[config.mk]
export PLATFORM = sky130hd
export DESIGN_NAME = wdog_keyed
export DESIGN_NICKNAME = d
export VERILOG_FILES = /design/src/rtl/wdt_pkg.sv /design/src/rtl/wdt_regs.sv /design/src/rtl/wdt_count.sv /design/src/rtl/wdt_pulse.sv /design/src/rtl/wdog_keyed.sv
export SDC_FILE = /design/constraint.sdc
export NUM_CORES = 1
export LEC_CHECK = 0
export BUFFER_PORTS_ARGS = -buffer_cell sky130_fd_sc_hd__clkbuf_2
export CAP_MARGIN = 25
export CORE_ASPECT_RATIO = 0.6
export CORE_MARGIN = 2
export CORE_UTILIZATION = 45
export CTS_CLUSTER_DIAMETER = 50
export CTS_CLUSTER_SIZE = 30
export DETAILED_ROUTE_END_ITERATION = 6
export GPL_TIMING_DRIVEN = 0
export SYNTH_ARGS = -nofsm -noshare
export SYNTH_HDL_FRONTEND = slang
export SYNTH_SLANG_ARGS = --single-unit
[constraint.sdc]
create_clock -name clk -period 7.9 [get_ports clk]
set_input_delay 0.395 -clock clk [delete_from_list [all_inputs] [get_ports clk]]
set_output_delay 0.395 -clock clk [all_outputs]
set_load 0.02 [all_outputs]
[src/rtl/wdt_pkg.sv]
package wdt_pkg;
  localparam int DATA_W = 32;

  typedef enum logic [2:0] {
    REG_COUNT  = 3'd0,
    REG_RELOAD = 3'd1,
    REG_KICK   = 3'd2,
    REG_CTRL   = 3'd3,
    REG_STAT   = 3'd4,
    REG_CLR    = 3'd5,
    REG_WIDTH  = 3'd6,
    REG_MASK   = 3'd7
  } reg_idx_e;

  typedef enum logic [1:0] {
    MODE_SOC  = 2'd0,
    MODE_CHIP = 2'd1,
    MODE_CPU  = 2'd2,
    MODE_NONE = 2'd3
  } rmode_e;

  typedef struct packed {
    logic   boot2;
    rmode_e mode;
    logic   sel_tick;
    logic   rst_en;
    logic   en;
  } ctl_t;

  function automatic ctl_t ctl_from_word(logic [DATA_W-1:0] w);
    ctl_t c;
    c.en       = w[0];
    c.rst_en   = w[1];
    c.sel_tick = w[4];
    c.mode     = rmode_e'(w[6:5]);
    c.boot2    = w[7];
    return c;
  endfunction

  function automatic logic [DATA_W-1:0] ctl_to_word(ctl_t c);
    return {24'd0, c.boot2, c.mode, c.sel_tick, 2'b00, c.rst_en, c.en};
  endfunction
endpackage

[src/rtl/wdt_regs.sv]
module wdt_regs
  import wdt_pkg::*;
#(
  parameter int CNT_W  = 32,
  parameter int WID_W  = 8,
  parameter int MASK_W = 26,
  parameter logic [DATA_W-1:0] KEY = 32'h0000_4755
) (
  input  logic              clk,
  input  logic              rst,
  input  logic              bus_wr,
  input  logic              bus_rd,
  input  logic [2:0]        bus_addr,
  input  logic [DATA_W-1:0] bus_wdata,
  input  logic              fire,
  input  logic [CNT_W-1:0]  cnt_val,
  output logic [CNT_W-1:0]  reload_q,
  output ctl_t              ctl_q,
  output logic [WID_W-1:0]  width_q,
  output logic [MASK_W-1:0] mask_q,
  output logic              kick,
  output logic [DATA_W-1:0] rdata_q
);
  reg_idx_e          idx;
  logic              stat_q;
  logic              clr_hit;
  logic [DATA_W-1:0] rd_mux;

  assign idx     = reg_idx_e'(bus_addr);
  assign kick    = bus_wr && (idx == REG_KICK) && (bus_wdata == KEY);
  assign clr_hit = bus_wr && (idx == REG_CLR);

  always_ff @(posedge clk) begin
    if (rst) begin
      reload_q <= '0;
      ctl_q    <= '0;
      width_q  <= '0;
      mask_q   <= '0;
    end else begin
      if (bus_wr) begin
        case (idx)
          REG_RELOAD: reload_q <= bus_wdata[CNT_W-1:0];
          REG_CTRL:   ctl_q    <= ctl_from_word(bus_wdata);
          REG_WIDTH:  width_q  <= bus_wdata[WID_W-1:0];
          REG_MASK:   mask_q   <= bus_wdata[MASK_W-1:0];
          default: ;
        endcase
      end
      if (fire) ctl_q.en <= 1'b0;
    end
  end

  always_ff @(posedge clk) begin
    if (rst)          stat_q <= 1'b0;
    else if (fire)    stat_q <= 1'b1;
    else if (clr_hit) stat_q <= 1'b0;
  end

  always_comb begin
    case (idx)
      REG_COUNT:  rd_mux = DATA_W'(cnt_val);
      REG_RELOAD: rd_mux = DATA_W'(reload_q);
      REG_CTRL:   rd_mux = ctl_to_word(ctl_q);
      REG_STAT:   rd_mux = DATA_W'(stat_q);
      REG_WIDTH:  rd_mux = DATA_W'(width_q);
      REG_MASK:   rd_mux = DATA_W'(mask_q);
      default:    rd_mux = '0;
    endcase
  end

  always_ff @(posedge clk) begin
    if (rst)         rdata_q <= '0;
    else if (bus_rd) rdata_q <= rd_mux;
  end

  // firing leaves status set and enable cleared
  p_fire_status_r6: assert property (@(posedge clk) disable iff (rst)
    fire |=> stat_q);
  p_fire_disable_r6: assert property (@(posedge clk) disable iff (rst)
    fire |=> !ctl_q.en);
  // a clear write without a concurrent firing leaves status low
  p_clear_status_r9: assert property (@(posedge clk) disable iff (rst)
    (clr_hit && !fire) |=> !stat_q);
endmodule

[src/rtl/wdt_count.sv]
module wdt_count #(
  parameter int CNT_W = 32
) (
  input  logic             clk,
  input  logic             rst,
  input  logic             en,
  input  logic             sel_tick,
  input  logic             tick,
  input  logic             kick,
  input  logic [CNT_W-1:0] reload,
  output logic [CNT_W-1:0] cnt_q,
  output logic             fire
);
  localparam logic [CNT_W-1:0] ONE = CNT_W'(1);

  logic step;
  logic last;

  assign step = en && (sel_tick ? tick : 1'b1) && !kick;
  assign last = (cnt_q <= ONE);
  assign fire = step && last;

  always_ff @(posedge clk) begin
    if (rst)       cnt_q <= '0;
    else if (kick) cnt_q <= reload;
    else if (step) cnt_q <= last ? '0 : cnt_q - ONE;
  end

  // a keyed restart loads the reload value
  p_kick_load_r2: assert property (@(posedge clk) disable iff (rst)
    kick |=> (cnt_q == $past(reload)));
  // a step above one decrements by exactly one
  p_step_dec_r4: assert property (@(posedge clk) disable iff (rst)
    (step && !last) |=> (cnt_q == $past(cnt_q) - ONE));
  // without step or restart the count holds
  p_hold_r4: assert property (@(posedge clk) disable iff (rst)
    (!step && !kick) |=> $stable(cnt_q));
  // after firing the count is zero
  p_fire_zero_r5: assert property (@(posedge clk) disable iff (rst)
    fire |=> (cnt_q == '0));
endmodule

[src/rtl/wdt_pulse.sv]
module wdt_pulse
  import wdt_pkg::*;
#(
  parameter int WID_W  = 8,
  parameter int MASK_W = 26
) (
  input  logic              clk,
  input  logic              rst,
  input  logic              fire,
  input  logic              rst_en,
  input  rmode_e            mode,
  input  logic [WID_W-1:0]  width,
  input  logic [MASK_W-1:0] mask,
  output logic              soc_q,
  output logic              chip_q,
  output logic              cpu_q,
  output logic [MASK_W-1:0] periph_q
);
  localparam logic [WID_W-1:0] W_ONE = WID_W'(1);

  logic [WID_W-1:0] left_q;
  logic [WID_W-1:0] w_eff;
  logic             start;

  assign w_eff = (width == '0) ? W_ONE : width;
  assign start = fire && rst_en && (mode != MODE_NONE);

  always_ff @(posedge clk) begin
    if (rst) begin
      left_q   <= '0;
      soc_q    <= 1'b0;
      chip_q   <= 1'b0;
      cpu_q    <= 1'b0;
      periph_q <= '0;
    end else if (start) begin
      left_q   <= w_eff;
      soc_q    <= (mode == MODE_SOC);
      chip_q   <= (mode == MODE_CHIP);
      cpu_q    <= (mode == MODE_CPU);
      periph_q <= (mode == MODE_SOC) ? mask : '0;
    end else if (left_q != '0) begin
      left_q <= left_q - W_ONE;
      if (left_q == W_ONE) begin
        soc_q    <= 1'b0;
        chip_q   <= 1'b0;
        cpu_q    <= 1'b0;
        periph_q <= '0;
      end
    end
  end

  // never more than one request at a time
  p_onehot_req_r7: assert property (@(posedge clk) disable iff (rst)
    $onehot0({soc_q, chip_q, cpu_q}));
  // an armed firing with a real mode raises a request next cycle
  p_start_req_r7: assert property (@(posedge clk) disable iff (rst)
    start |=> (soc_q || chip_q || cpu_q));
  // peripheral resets only accompany a SoC request
  p_periph_soc_r8: assert property (@(posedge clk) disable iff (rst)
    (periph_q != '0) |-> soc_q);
  // firing without reset enable starts no new pulse
  p_no_arm_r11: assert property (@(posedge clk) disable iff (rst)
    (fire && !rst_en && !(soc_q || chip_q || cpu_q)) |=> !(soc_q || chip_q || cpu_q));
endmodule

[src/rtl/wdog_keyed.sv]
module wdog_keyed
  import wdt_pkg::*;
#(
  parameter int CNT_W  = 32,
  parameter int WID_W  = 8,
  parameter int MASK_W = 26,
  parameter logic [31:0] KEY = 32'h0000_4755
) (
  input  logic              clk,
  input  logic              rst,
  input  logic              tick_1us,
  input  logic              bus_wr,
  input  logic              bus_rd,
  input  logic [2:0]        bus_addr,
  input  logic [31:0]       bus_wdata,
  output logic [31:0]       bus_rdata,
  output logic              rst_soc_req,
  output logic              rst_chip_req,
  output logic              rst_cpu_req,
  output logic [MASK_W-1:0] periph_rst
);
  logic [CNT_W-1:0]  reload;
  logic [CNT_W-1:0]  cnt;
  ctl_t              ctl;
  logic [WID_W-1:0]  width;
  logic [MASK_W-1:0] mask;
  logic              kick;
  logic              fire;

  wdt_regs #(
    .CNT_W(CNT_W), .WID_W(WID_W), .MASK_W(MASK_W), .KEY(KEY)
  ) u_regs (
    .clk(clk), .rst(rst),
    .bus_wr(bus_wr), .bus_rd(bus_rd), .bus_addr(bus_addr), .bus_wdata(bus_wdata),
    .fire(fire), .cnt_val(cnt),
    .reload_q(reload), .ctl_q(ctl), .width_q(width), .mask_q(mask),
    .kick(kick), .rdata_q(bus_rdata)
  );

  wdt_count #(.CNT_W(CNT_W)) u_count (
    .clk(clk), .rst(rst),
    .en(ctl.en), .sel_tick(ctl.sel_tick), .tick(tick_1us),
    .kick(kick), .reload(reload),
    .cnt_q(cnt), .fire(fire)
  );

  wdt_pulse #(.WID_W(WID_W), .MASK_W(MASK_W)) u_pulse (
    .clk(clk), .rst(rst),
    .fire(fire), .rst_en(ctl.rst_en), .mode(ctl.mode),
    .width(width), .mask(mask),
    .soc_q(rst_soc_req), .chip_q(rst_chip_req), .cpu_q(rst_cpu_req),
    .periph_q(periph_rst)
  );
endmodule

**Word-level counts from Yosys, hierarchy flattened**

Index checks and enable logic that the tools add are counted.

- Add/sub/neg operators: 2
- $lt $le $gt $ge: 1
- Equality and inequality tests: 12
- Mux-type cells: 19
- Reduce and logical (&&, ||, !) cells: 23

Operators with widths:

| operator | count |
|---|---|
| case mux 32 bit (6 select lines) | 1 |
| 2-to-1 mux 26 bit | 4 |
| 2-to-1 mux 32 bit | 3 |
| == test 32 x 15 -> 1 bit (second input constant) | 1 |
| less-or-equal comparator 32 x 1 -> 1 bit (second input constant) | 1 |
| subtractor 32 x 1 -> 32 bit (second input constant) | 1 |
| 2-to-1 mux 8 bit | 3 |
| == test 3 bit (second input constant) | 4 |
| AND reduction 2 bit | 5 |
| == test 8 x 1 -> 1 bit (second input constant) | 1 |
| logical AND 1 bit | 8 |
| zero test 8 bit | 1 |
| 2-to-1 mux 1 bit | 8 |
| nonzero test 2 bit | 4 |
| nonzero test 8 bit | 1 |
| subtractor 8 x 1 -> 8 bit (second input constant) | 1 |
| == test 3 x 2 -> 1 bit (second input constant) | 2 |
| == test 3 x 1 -> 1 bit (second input constant) | 1 |
| zero test 3 bit | 1 |
| == test 2 x 1 -> 1 bit (second input constant) | 1 |
| == test 2 bit (second input constant) | 1 |
| zero test 2 bit | 1 |
| != test 2 bit (second input constant) | 1 |
| OR reduction 2 bit | 1 |
| zero test 1 bit | 1 |

- Register bits: 174
- Word-level logic and storage cells: 73

**Logic depth before layout (Yosys ltp)**

Gate-level depths: netlist (run 1).

- Word-level depth: 10
- Mapped depth: 11
- Depth with buffers taken out: 8

**Modules after synthesis**

A second synthesis (run 1) with hierarchy kept.

- Cell total of the unflattened synthesis: 935
- Area total of the unflattened synthesis: 7938.9 µm²

Modules (own cells, without submodules):

| module | instances | cells an instance | area each (µm²) | sequential area each (µm²) |
|---|---|---|---|---|
| wdt_regs | 1 | 522 | 4411.7 | 2102.0 |
| wdt_count | 1 | 251 | 1990.7 | 640.6 |
| wdt_pulse | 1 | 162 | 1536.5 | 740.7 |

**Least setup slack after synthesis (run 1)**

OpenSTA, ideal clock, no wires.

- Kind: flip-flop to flip-flop
- Start point: reg u_count.cnt_q[24]
- End point: reg u_pulse.periph_q[18]
- Library setup time: 0.058 ns
- Data arrival time: 2.715 ns
- Data required time: 7.842 ns
- Slack: 5.128 ns
- Cell stages (with the launch flop): 9
- Path buffers: 2
- Clock period less this slack: 2.772 ns
- Path through: dfxtp_1 -> or4_1 -> or2_1 -> clkbuf_2 -> or3_4 -> or3_4 -> nor4_4 -> buf_6 -> a22o_2

- Longest elaborated chain between the ends: 6
- Elaborated cells between the ends (all ways): 8
- Those cells by class: order compare: 1; mux: 1; reduce/logical: 6

Ends and longest elaborated chain:

| item | RTL line | text |
|---|---|---|
| from (decl) | wdt_count.sv:11 | `output logic [CNT_W-1:0] cnt_q,` |
| from (signal assigned) | wdt_count.sv:25 | `else if (kick) cnt_q <= reload;` |
| from (signal assigned) | wdt_count.sv:26 | `else if (step) cnt_q <= last ? '0 : cnt_q - ONE;` |
| less-or-equal comparator 32 x 1 -> 1 bit * | wdt_count.sv:20 | `assign last = (cnt_q <= ONE);` |
| logical AND 1 bit * | wdt_count.sv:21 | `assign fire = step && last;` |
| logical AND 1 bit * (2 in series) | wdt_pulse.sv:26 | `assign start = fire && rst_en && (mode != MODE_NONE);` |
| nonzero test 2 bit (no source line) | n/a |  |
| AND reduction 2 bit (no source line) | n/a |  |
| to (signal assigned) | wdt_pulse.sv:40 | `periph_q <= (mode == MODE_SOC) ? mask : '0;` |
| to (decl) | wdt_pulse.sv:17 | `output logic [MASK_W-1:0] periph_q` |

Every way passes the cells marked *; elsewhere a longest branch is shown, timed or not.
A chain may end at the register's enable or synchronous reset.

**Final worst setup path (run 1)**

- Start point: reg u_count.cnt_q[24]
- End point: reg u_pulse.periph_q[23]

The elaborated chain is that of the path after synthesis.

==> metrics.yaml, run 1 <==
synth-edff-count: 0
hold_worst_slack_ps: 220.7
crit_path_frequent_cell: "clkbuf_1"
post_synth_num_cell_types: 63
hold_path_class: "in2reg"
mostFrequentLayoutCell: "dfxtp_1"
placed_cell_area_um2: 8941
critPathMaxStageDelay_ps: 740
row_count: 38
arrival_ps: 3910
syn_to_final_growth_pct: 17.65
cts_setup_buffers: 0
r2r_setup_slack_ps: 4320
leakagePower_nw: 3.676
critical_path_cell_sequence: "or4_1 > or2_1 > clkbuf_2 > nor4_1 > a41oi_1 > clkbuf_1 > clkbuf_1 > a22o_2"
die-width_um: 177.6
p_per_area_nw_per_um2: 224.1
setup_slack_ps: 4320
cts.path.max_buffers: 2
cts_tree: "yes"
min_period_over_period_pct: 45.32
layout-drive-gt1-share_pct: 14.81
portBuffers: 98
worst_slew_margin_rel_pct: 32.69
dpl.cell_count: 1342
synth_warnings: 0
criticalPathCategory: "reg2reg"
synth-seq-area-share_pct: 42.83
ys_ff_latch: 174
fill_cells: 1752
rsz0062_at_grt: "false"
postRouteWirelength_mm: 28.90
cts_num_sinks: 174
post_synth_inst_count: 1001
setup_skew_after_layout_ps: 11.69
worst-path-max-fanout: 10
grt_pass1_wl_mm: 43.86
globalRouteOverflowTotal: 0
clock_tree.htree_level_count: 4
achievable-frequency_mhz: 279.3
final_core_util_pct: 53.52
start_kind: "flop"
cts-resized-gates: 0
cts_hold_buffers: 0
totalNegativeSetupSlack_ps: 0
root_buffer: "clkbuf_16"
result_of_the_run: "completed"
first_global_vias: 7260
layout_common_cells: "174 x dfxtp_1, 166 x nand2_1, 115 x a21oi_1"
worst_path_max_delay_cell: "nor4_1"
worst_setup_path_end_kind: "flop"
gp_congestion: 0.9538
floorplan.initialDensity_pct: 45.49
period_minus_slack_ps: 3580
grt_max_degree: 17
irDropWorstVdd_mv: 0.1687
syn-cell-area_um2: 8133
viasPerCell: 5.938
num-nets-final: 1165
pin_count: 101
detail_route.wl_per_cell_um: 21.02
number_of_buffers_created_by_cts: 17
timing.final.setup_violations: 0
groute.usage.overall_pct: 30.62
synthesis.nets: 1045
post_synth.cell_area_avg_um2: 8.125
drc_violation_total_after_the_first_tritonroute_iteration: 822
detailroute.via_count: 8165
pin_slew_with_the_least_headroom_to_its_limit_ps: 1008
finish.instance_area_um2: 9568
clk_pin_slew_ps: 60
route.antenna.remaining_nets: 0
ys.flop_type: "dfxtp_1"
timing.critical_path.required_ps: 8230
async_reset_ff_share_pct: 0
maxCapViolations: 0
dp_slack_ps: 4399
die_area_um2: 19200
detailedRoute.firstPassIterationCount: 5
core_area_um2: 17880
dp_hpwl_mm: 21.81
grt_antenna_before_repair: 1
drc: 0
final_cell_count_no_fill: 1375
total_power_mw: 2.144
clock_latency_ps: 450
final_hold_viols: 0
die_height_um: 108.1
timing.final.max_slew_violations: 0
-- layout make-up --
cell class                 instances  area, um2  area share, %
antenna                            1      2.502        0.02615
buffer                            71      290.3          3.034
clock buffer                      23      467.9          4.891
clock inverter                     9      156.4          1.635
inverter                           6      22.52         0.2354
multi-input combinational        750       4337          45.32
sequential                       174       3483          36.41
tap                              240      300.3          3.138
timing repair buffer             101      508.0          5.309
-- final timing paths --
kind	cells past startpoint	to	start
worst min register to register	1	u_pulse.soc_q$_SDFFE_PP0P_	u_pulse.soc_q$_SDFFE_PP0P_
worst min-delay path	3	u_regs.reload_q[26]$_SDFFE_PP0P_	bus_wdata[26]
worst max register to register	8	u_pulse.periph_q[23]$_SDFFE_PP0P_	u_count.cnt_q[24]$_SDFFE_PP0P_
worst max-delay path	8	u_pulse.periph_q[23]$_SDFFE_PP0P_	u_count.cnt_q[24]$_SDFFE_PP0P_
-- kinds of logic after synthesis --
family / count (synthesis) / share of synthesized area [%]
flops: 174 / 42.83
xor+xnor: 5 / 0.5384
compound gates: 250 / 19.68
mux: 45 / 5.662
buf+inv: 77 / 3.846
simple gates: 446 / 26.83
fa+ha+maj: 4 / 0.6154
-- where the power goes --
group	internal, mW	leakage (nW)	switching, mW
clock	0.547	0.294	0.369
combinational	0.101	1.98	0.197
sequential	0.903	1.41	0.0260
-- per-layer routing --
layer	vias up	track usage, %	wire [um]
li1	3828	-	-
met1	3931	46.44	14270
met2	385	42.58	11500
met3	21	8.333	2864
met4	0	6.850	272
met5	-	0	0
-- critical path: cells and delay by family, from the launching register on --
kind            cells  cell delay (ps)
simple gates        3             1510
buf+inv             3              870
compound gates      2              720
flops               1              360
-- synth_stat cells, types with 2 or more instances --
cell type  number  area, um2
ha_1            4      50.05
o41a_1          2      22.52
and4_1          2      17.52
mux2_2          8      90.09
or3_1           8      50.05
a41oi_1         3      26.28
mux2i_1        37      370.4
nor4_1         16      100.1
nand3b_1        8      60.06
nand2b_1        8      50.05
a21oi_1       115      575.6
and3_1          5      31.28
o221ai_1        3      26.28
nor4b_1         6      52.55
or2_1           2      12.51
o31ai_1        11      82.58
nand3_1        14      70.07
nor2_1         95      356.6
nor4bb_1        4      40.04
o31a_1          5      43.79
a211oi_1       15      112.6
or4_1           6      45.04
nand4_1         7      43.79
a22oi_1         4      30.03
a22o_2         14      140.1
nor2b_1        35      219.0
clkbuf_1       64      240.2
or3_4           3      33.78
and2_1          2      12.51
dfxtp_1       174       3483
o21ai_0        36      180.2
xnor2_1         5      43.79
nand2_1       166      623.1
buf_1           3      11.26
a31oi_1         2      12.51
nand4b_1        3      26.28
nor3b_1         4      30.03
buf_6           3      33.78
a22o_1         12      105.1
inv_1           6      22.52
nor3_1         44      220.2
a221oi_1        5      43.79
o22ai_1         4      25.02
o41ai_1         8      70.07
or4_2           2      17.52
-- state kept, by name, indices dropped and copies added (netlist names), 6 cells and up --
register and count:
u_count.cnt_q 32, u_pulse.left_q 8, u_pulse.periph_q 26, u_regs.ctl_q 6, u_regs.mask_q 26, u_regs.rdata_q 32, u_regs.reload_q 32, u_regs.width_q 8
Note: power is estimated with default switching activity, not from simulation.
==> run 2, diff against run 1 <==
--- a/config.mk
+++ b/config.mk
@@ -14,6 +14,7 @@
 export CTS_CLUSTER_SIZE = 30
 export DETAILED_ROUTE_END_ITERATION = 6
 export GPL_TIMING_DRIVEN = 0
+export PLACE_DENSITY = 0.67
 export SYNTH_ARGS = -nofsm -noshare
 export SYNTH_HDL_FRONTEND = slang
 export SYNTH_SLANG_ARGS = --single-unit
==> constraint.sdc (replaced) <==
create_clock -name clk -period 3.2 [get_ports clk]
set_input_delay 0.16 -clock clk [delete_from_list [all_inputs] [get_ports clk]]
set_output_delay 0.16 -clock clk [all_outputs]
set_load 0.02 [all_outputs]
==> metrics.yaml, run 2 (synthesis gave the netlist of run 1 again) <==
result_of_the_run: "completed"
dp_hpwl_mm: 21.31  # -2.3%
timing.final.max_slew_violations: 0  # unchanged
rsz0062_at_grt: "false"
p_per_area_nw_per_um2: 527.3  # +140%
layout_common_cells: "174 x dfxtp_1, 166 x nand2_1, 115 x a21oi_1"
globalRouteOverflowTotal: 0  # unchanged
dp_slack_ps: -525.0  # -4924 ps
drc: 0  # unchanged
number_of_buffers_created_by_cts: 17  # unchanged
clk_pin_slew_ps: 70  # about the same
placed_cell_area_um2: 8929  # -0.14%
layout-drive-gt1-share_pct: 15.69  # +0.87 points
critPathMaxStageDelay_ps: 460  # -280 ps
worst_setup_path_end_kind: "flop"
mostFrequentLayoutCell: "dfxtp_1"
worst_path_bufs_invs: 4  # +1
num-nets-final: 1172  # +0.60%
pin_count: 101  # unchanged
start_kind: "flop"
setup_slack_ps: 46.60  # -4273 ps
root_buffer: "clkbuf_16"
postRouteWirelength_mm: 28.73  # -0.58%
core_area_um2: 17880  # unchanged
die_height_um: 108.1  # unchanged
period_minus_slack_ps: 3153  # -427.1 ps
leakagePower_nw: 3.716  # +1.1%
min_from: "bus_wdata[22]"
totalNegativeSetupSlack_ps: 0  # unchanged
grt_max_degree: 17  # unchanged
min_period_over_period_pct: 98.54  # +53 points
groute.usage.overall_pct: 29.77  # -0.85 points
achievable-frequency_mhz: 317.1  # +14%
clock_latency_ps: 440  # about the same
irDropWorstVdd_mv: 0.4331  # +160%
worstRegToRegCells: 10  # +2
grt_antenna_before_repair: 0  # -1
r2r_setup_slack_ps: 50  # -4270 ps
worst-path-max-fanout: 10  # unchanged
detail_route.wl_per_cell_um: 20.81  # -1.0%
gp_congestion: 0.9607  # +0.72%
critical_path_cell_sequence: "inv_1 > ha_1 > nor2_1 > or3_1 > clkbuf_1 > nor2_1 > a41oi_2 > clkbuf_2 > clkbuf_2 > a22o_2"
final_hold_viols: 0  # unchanged
setup_skew_after_layout_ps: 11.89  # +0.2001 ps
timing.final.setup_violations: 0  # unchanged
cts.path.max_buffers: 2  # unchanged
timing.critical_path.required_ps: 3530  # -4700 ps
critical_path_cell_count: 10  # +2
insertedDiodeCount: 0  # -1
final_cell_count_no_fill: 1381  # +0.44%
timing.rr.start: "u_count.cnt_q[1]$_SDFFE_PP0P_"
worst_path_max_delay_cell: "nor2_1"
detailroute.via_count: 8306  # +1.7%
hold_worst_slack_ps: 3.386  # -217.3 ps
clock_tree.htree_level_count: 4  # unchanged
cts_num_sinks: 174  # unchanged
grt_pass1_wl_mm: 43.08  # -1.8%
cts_tree: "yes"
syn_to_final_growth_pct: 18.77
finish.instance_area_um2: 9659  # +0.95%
die-width_um: 177.6  # unchanged
maxCapViolations: 0  # unchanged
route.antenna.remaining_nets: 0  # unchanged
row_count: 38  # unchanged
drc_violation_total_after_the_first_tritonroute_iteration: 936  # +14%
floorplan.initialDensity_pct: 45.49  # unchanged
first_global_vias: 7400  # +1.9%
ff_to_ff_end: "u_pulse.periph_q[22]$_SDFFE_PP0P_"
detailedRoute.firstPassIterationCount: 6  # +1
holdPathStages: 3  # unchanged
timing.hold.worst_endpoint: "u_regs.mask_q[22]$_SDFFE_PP0P_"
criticalPathCategory: "reg2reg"
final_core_util_pct: 54.03  # +0.51 points
die_area_um2: 19200  # unchanged
largest_registers: "u_count.cnt_q: 32 flops, u_regs.rdata_q: 32 flops, u_regs.reload_q: 32 flops"
viasPerCell: 6.014  # +1.3%
dpl.cell_count: 1340  # -0.15%
total_power_mw: 5.093  # +140%
arrival_ps: 3480  # -430 ps
portBuffers: 98  # unchanged
critical_path.top_delay_family: "buffers and inverters"
pin_slew_with_the_least_headroom_to_its_limit_ps: 932.0  # -75.48 ps
worst_slew_margin_rel_pct: 37.86  # +5.2 points
hold_path_class: "in2reg"
[run 2: cell types whose count changed in the layout (fill, tap and decap cells not counted), moves of 3 or more]
| cell | delta |
|---|---|
| clkinv_4 | +4 |
| clkbuf_2 | +4 |
| clkbuf_1 | -6 |
| nor4_4 | +3 |
| dlygate4sd3_1 | +7 |
| nor4_1 | -3 |
| bufinv_16 | -3 |
[run 2: final cells by class]
| type | count | area, um2 |
|---|---|---|
| Fill cell | 1735 | 8218 |
| Clock inverter | 13 | 130.1 |
| Clock buffer | 19 | 432.9 |
| Buffer | 71 | 295.3 |
| Sequential cell | 174 | 3483 |
| Inverter | 6 | 22.52 |
| Tap cell | 240 | 300.3 |
| Timing Repair Buffer | 108 | 580.6 |
| Multi-Input combinational cell | 750 | 4414 |
[run 2: worst register-to-register path, stage by stage, from the launching register on]
cell and delay [ps]:
dfxtp_1 380, inv_1 170, ha_1 270, nor2_1 90
or3_1 300, clkbuf_1 220, nor2_1 460, a41oi_2 280
clkbuf_2 250, clkbuf_2 300, a22o_2 330
[run 2: how the worst max path moves through the flow]
stage / from / to / slack, ps
final: u_count.cnt_q[1]$_SDFFE_PP0P_ / u_pulse.periph_q[22]$_SDFFE_PP0P_ / 50
after global routing: u_count.cnt_q[1]$_SDFFE_PP0P_ / u_pulse.periph_q[20]$_SDFFE_PP0P_ / 3
after CTS: u_count.cnt_q[0]$_SDFFE_PP0P_ / u_pulse.periph_q[23]$_SDFFE_PP0P_ / -10
after detailed placement: u_count.cnt_q[7]$_SDFFE_PP0P_ / u_count.cnt_q[3]$_SDFFE_PP0P_ / -520
after global placement: u_count.cnt_q[7]$_SDFFE_PP0P_ / u_count.cnt_q[3]$_SDFFE_PP0P_ / -490
after floorplan: u_count.cnt_q[24]$_SDFFE_PP0P_ / u_pulse.periph_q[18]$_SDFFE_PP0P_ / 430
[run 2: where the power goes]
part | switching (mW) | internal, mW
clock | 0.957 | 1.09
sequential | 0.0645 | 2.23
combinational | 0.494 | 0.262
total | 1.51 | 3.58
[run 2: routing by layer]
| layer | track usage (%) | wire (um) | vias up |
|---|---|---|---|
| met3 | 9.353 | 3275 | 52 |
| met2 | 40.84 | 11300 | 439 |
| met5 | 0 | 0 | - |
| met4 | 7.201 | 514 | 0 |
| li1 | - | - | 3855 |
| met1 | 44.62 | 13650 | 3960 |
[run 2: timing repair]
| action | in CTS | in global routing |
|---|---|---|
| pin swaps | 1 | 2 |
| hold endpoints to repair | 8 | 0 |
| cloned | 0 | 0 |
| endpoints found under the setup margin | 33 | 36 |
| gates resized for setup | 8 | 8 |
| setup buffers | 0 | 2 |
| hold buffers | 7 | 0 |
==> run 3, diff against run 2 <==
--- a/config.mk
+++ b/config.mk
@@ -9,12 +9,11 @@
 export CAP_MARGIN = 25
 export CORE_ASPECT_RATIO = 0.6
 export CORE_MARGIN = 2
-export CORE_UTILIZATION = 45
+export CORE_UTILIZATION = 23
 export CTS_CLUSTER_DIAMETER = 50
 export CTS_CLUSTER_SIZE = 30
 export DETAILED_ROUTE_END_ITERATION = 6
 export GPL_TIMING_DRIVEN = 0
-export PLACE_DENSITY = 0.67
 export SYNTH_ARGS = -nofsm -noshare
 export SYNTH_HDL_FRONTEND = slang
 export SYNTH_SLANG_ARGS = --single-unit
==> metrics.yaml, run 3 (synthesis gave the netlist of run 1 again) <==
detailroute.via_count: 8363  # +0.69%
holdPathStages: 3  # unchanged
drc_violation_total_after_the_first_tritonroute_iteration: 958  # +2.4%
result_of_the_run: "completed"
die_height_um: 149.7  # +38%
worst_slew_margin_rel_pct: 30.03  # -7.8 points
dpl.cell_count: 1569  # +17%
pin_count: 101  # unchanged
fill_cells: 3778  # +120%
maxCapViolations: 0  # unchanged
min_period_over_period_pct: 96.10  # -2.4 points
route.antenna.remaining_nets: 0  # unchanged
root_buffer: "clkbuf_16"
grt_pass1_wl_mm: 49.06  # +14%
grt_max_degree: 18  # +1
globalRouteOverflowTotal: 0  # unchanged
largest_registers: "u_count.cnt_q: 32 flops, u_regs.rdata_q: 32 flops, u_regs.reload_q: 32 flops"
period_minus_slack_ps: 3075  # -78.27 ps
p_per_area_nw_per_um2: 528.0  # +0.14%
final_hold_viols: 0  # unchanged
cts_tree: "yes"
critical_path_cell_count: 8  # -2
timing.final.max_slew_violations: 0  # unchanged
criticalPathCategory: "reg2reg"
finish.instance_area_um2: 10070  # +4.2%
timing.hold.worst_endpoint: "u_regs.mask_q[23]$_SDFFE_PP0P_"
number_of_buffers_created_by_cts: 17  # unchanged
cts.path.max_buffers: 2  # unchanged
timing.final.setup_violations: 0  # unchanged
rsz0062_at_grt: "true"
die-width_um: 246.8  # +39%
grt_antenna_before_repair: 0  # unchanged
wl_met2_mm: 12.77  # +13%
cts_num_sinks: 174  # unchanged
detailedRoute.firstPassIterationCount: 5  # -1
detail_route.wl_per_cell_um: 20.56  # -1.2%
final_cell_count_no_fill: 1618  # +17%
layout-drive-gt1-share_pct: 15.83  # +0.14 points
irDropWorstVdd_mv: 0.3979  # -8.1%
hold_path_class: "in2reg"
layout_common_cells: "174 x dfxtp_1, 166 x nand2_1, 115 x a21oi_1"
clock_latency_ps: 460  # +20 ps
syn_to_final_growth_pct: 23.79
ff_to_ff_end: "u_pulse.left_q[6]$_SDFFE_PP0P_"
leakagePower_nw: 3.781  # +1.7%
min_from: "bus_wdata[23]"
dp_hpwl_mm: 25.91  # +22%
core_area_um2: 34950  # +95%
pin_slew_with_the_least_headroom_to_its_limit_ps: 1049  # +117.4 ps
clock_tree.htree_level_count: 4  # unchanged
worst_setup_path_end_kind: "flop"
met1Wirelength_mm: 16.41  # +20%
setup_skew_after_layout_ps: 25.77  # +13.89 ps
groute.usage.overall_pct: 17.98  # -12 points
critPathMaxStageDelay_ps: 540  # +80 ps
timing.critical_path.required_ps: 3550  # +20 ps
critical_path.top_delay_family: "simple AND/OR/NAND/NOR gates"
worstRegToRegCells: 8  # -2
clk_pin_slew_ps: 90  # +20 ps
maxUsedRoutingLayer: "met4"
critical_path_cell_sequence: "or4_1 > or2_1 > clkbuf_2 > or3_4 > nor4b_4 > clkbuf_1 > nand3b_1 > o31ai_1"
placed_cell_area_um2: 9228  # +3.3%
gp_congestion: 0.9395  # -2.2%
portBuffers: 98  # unchanged
achievable-frequency_mhz: 325.2  # +2.5%
start_kind: "flop"
postRouteWirelength_mm: 33.26  # +16%
floorplan.initialDensity_pct: 23.27  # -22 points
viasPerCell: 5.169  # -14%
num-nets-final: 1181  # +0.77%
first_global_vias: 7752  # +4.8%
final_core_util_pct: 28.81  # -25 points
total_power_mw: 5.316  # +4.4%
r2r_setup_slack_ps: 120  # +80 ps
timing.rr.start: "u_count.cnt_q[24]$_SDFFE_PP0P_"
arrival_ps: 3420  # -60 ps
row_count: 53  # +39%
worst_path_bufs_invs: 2  # -2
worst-path-max-fanout: 10  # unchanged
drc: 0  # unchanged
worst_path_max_delay_cell: "or4_1"
mostFrequentLayoutCell: "dfxtp_1"
die_area_um2: 36930  # +92%
route.met3.wl_mm: 3.678  # +12%
## run 3: cell count changes in the layout (fill, tap and decap cells not counted), sizes merged
cell	before	now
clkbuf	182	181
clkinv	5	2
buf	9	11
bufinv	1	2
dlygate4sd3	7	14
diode	0	1
clkinvlp	3	1
inv	10	15
## run 3: report_power, final
group / internal (mW) / switching, mW / leakage, nW
registers: 2.23 / 0.0652 / 1.41
logic: 0.271 / 0.525 / 2.08
clock network: 1.20 / 1.02 / 0.298
total: 3.70 / 1.61 / 3.78
## run 3: how the worst max path moves through the flow
stage / slack (ps) / start / end
floorplan: 430 / u_count.cnt_q[24]$_SDFFE_PP0P_ / u_pulse.periph_q[18]$_SDFFE_PP0P_
CTS: 40 / u_count.cnt_q[28]$_SDFFE_PP0P_ / u_count.cnt_q[27]$_SDFFE_PP0P_
finish: 120 / u_count.cnt_q[24]$_SDFFE_PP0P_ / u_pulse.left_q[6]$_SDFFE_PP0P_
global placement: -770 / u_count.cnt_q[7]$_SDFFE_PP0P_ / u_count.cnt_q[27]$_SDFFE_PP0P_
global route: -20 / u_count.cnt_q[0]$_SDFFE_PP0P_ / u_pulse.chip_q$_SDFFE_PP0P_
detailed placement: -280 / u_count.cnt_q[7]$_SDFFE_PP0P_ / u_count.cnt_q[27]$_SDFFE_PP0P_
## run 3: final cells by class
class | instances | area [um2] | area share, %
diodes | 1 | 2.502 | 0.02486
plain buffers | 71 | 300.3 | 2.983
clock buffers | 18 | 439.2 | 4.362
clock inverters | 14 | 167.7 | 1.665
inverters | 6 | 22.52 | 0.2237
multi-input cells | 750 | 4389 | 43.60
flip-flops and latches | 174 | 3483 | 34.60
well taps | 467 | 584.3 | 5.804
repair buffers | 117 | 678.2 | 6.736
## run 3: stage by stage
stage	TNS, ps	hold WS [ps]	worst slack [ps]
floorplan	0	296.0	427.6
global placement	-16360	422.7	-774.9
detailed placement	-8095	430.0	-279.9
CTS	0	0.4937	40.43
global route	-29.82	7.854	-15.81
finish	0	23.88	124.9
## run 3: repair_timing
item / in CTS / in global routing
hold buffers: 14 / 0
gates resized for setup: 8 / 8
hold endpoints to repair: 20 / 0
pin swaps: 1 / 0
setup buffers: 2 / 0
gates cloned: 0 / 0
setup endpoints to repair: 55 / 23
## run 3: tightest hold or removal path, stage by stage
cell,delay [ps]
clkbuf_2,130
nand2_1,70
a21oi_1,50
## run 3: routing by layer
metal	GRT usage [%]	vias to the layer above
li1	-	3866
met1	26.91	4093
met2	24.27	368
met3	6.349	36
met4	3.584	0
met5	0	-
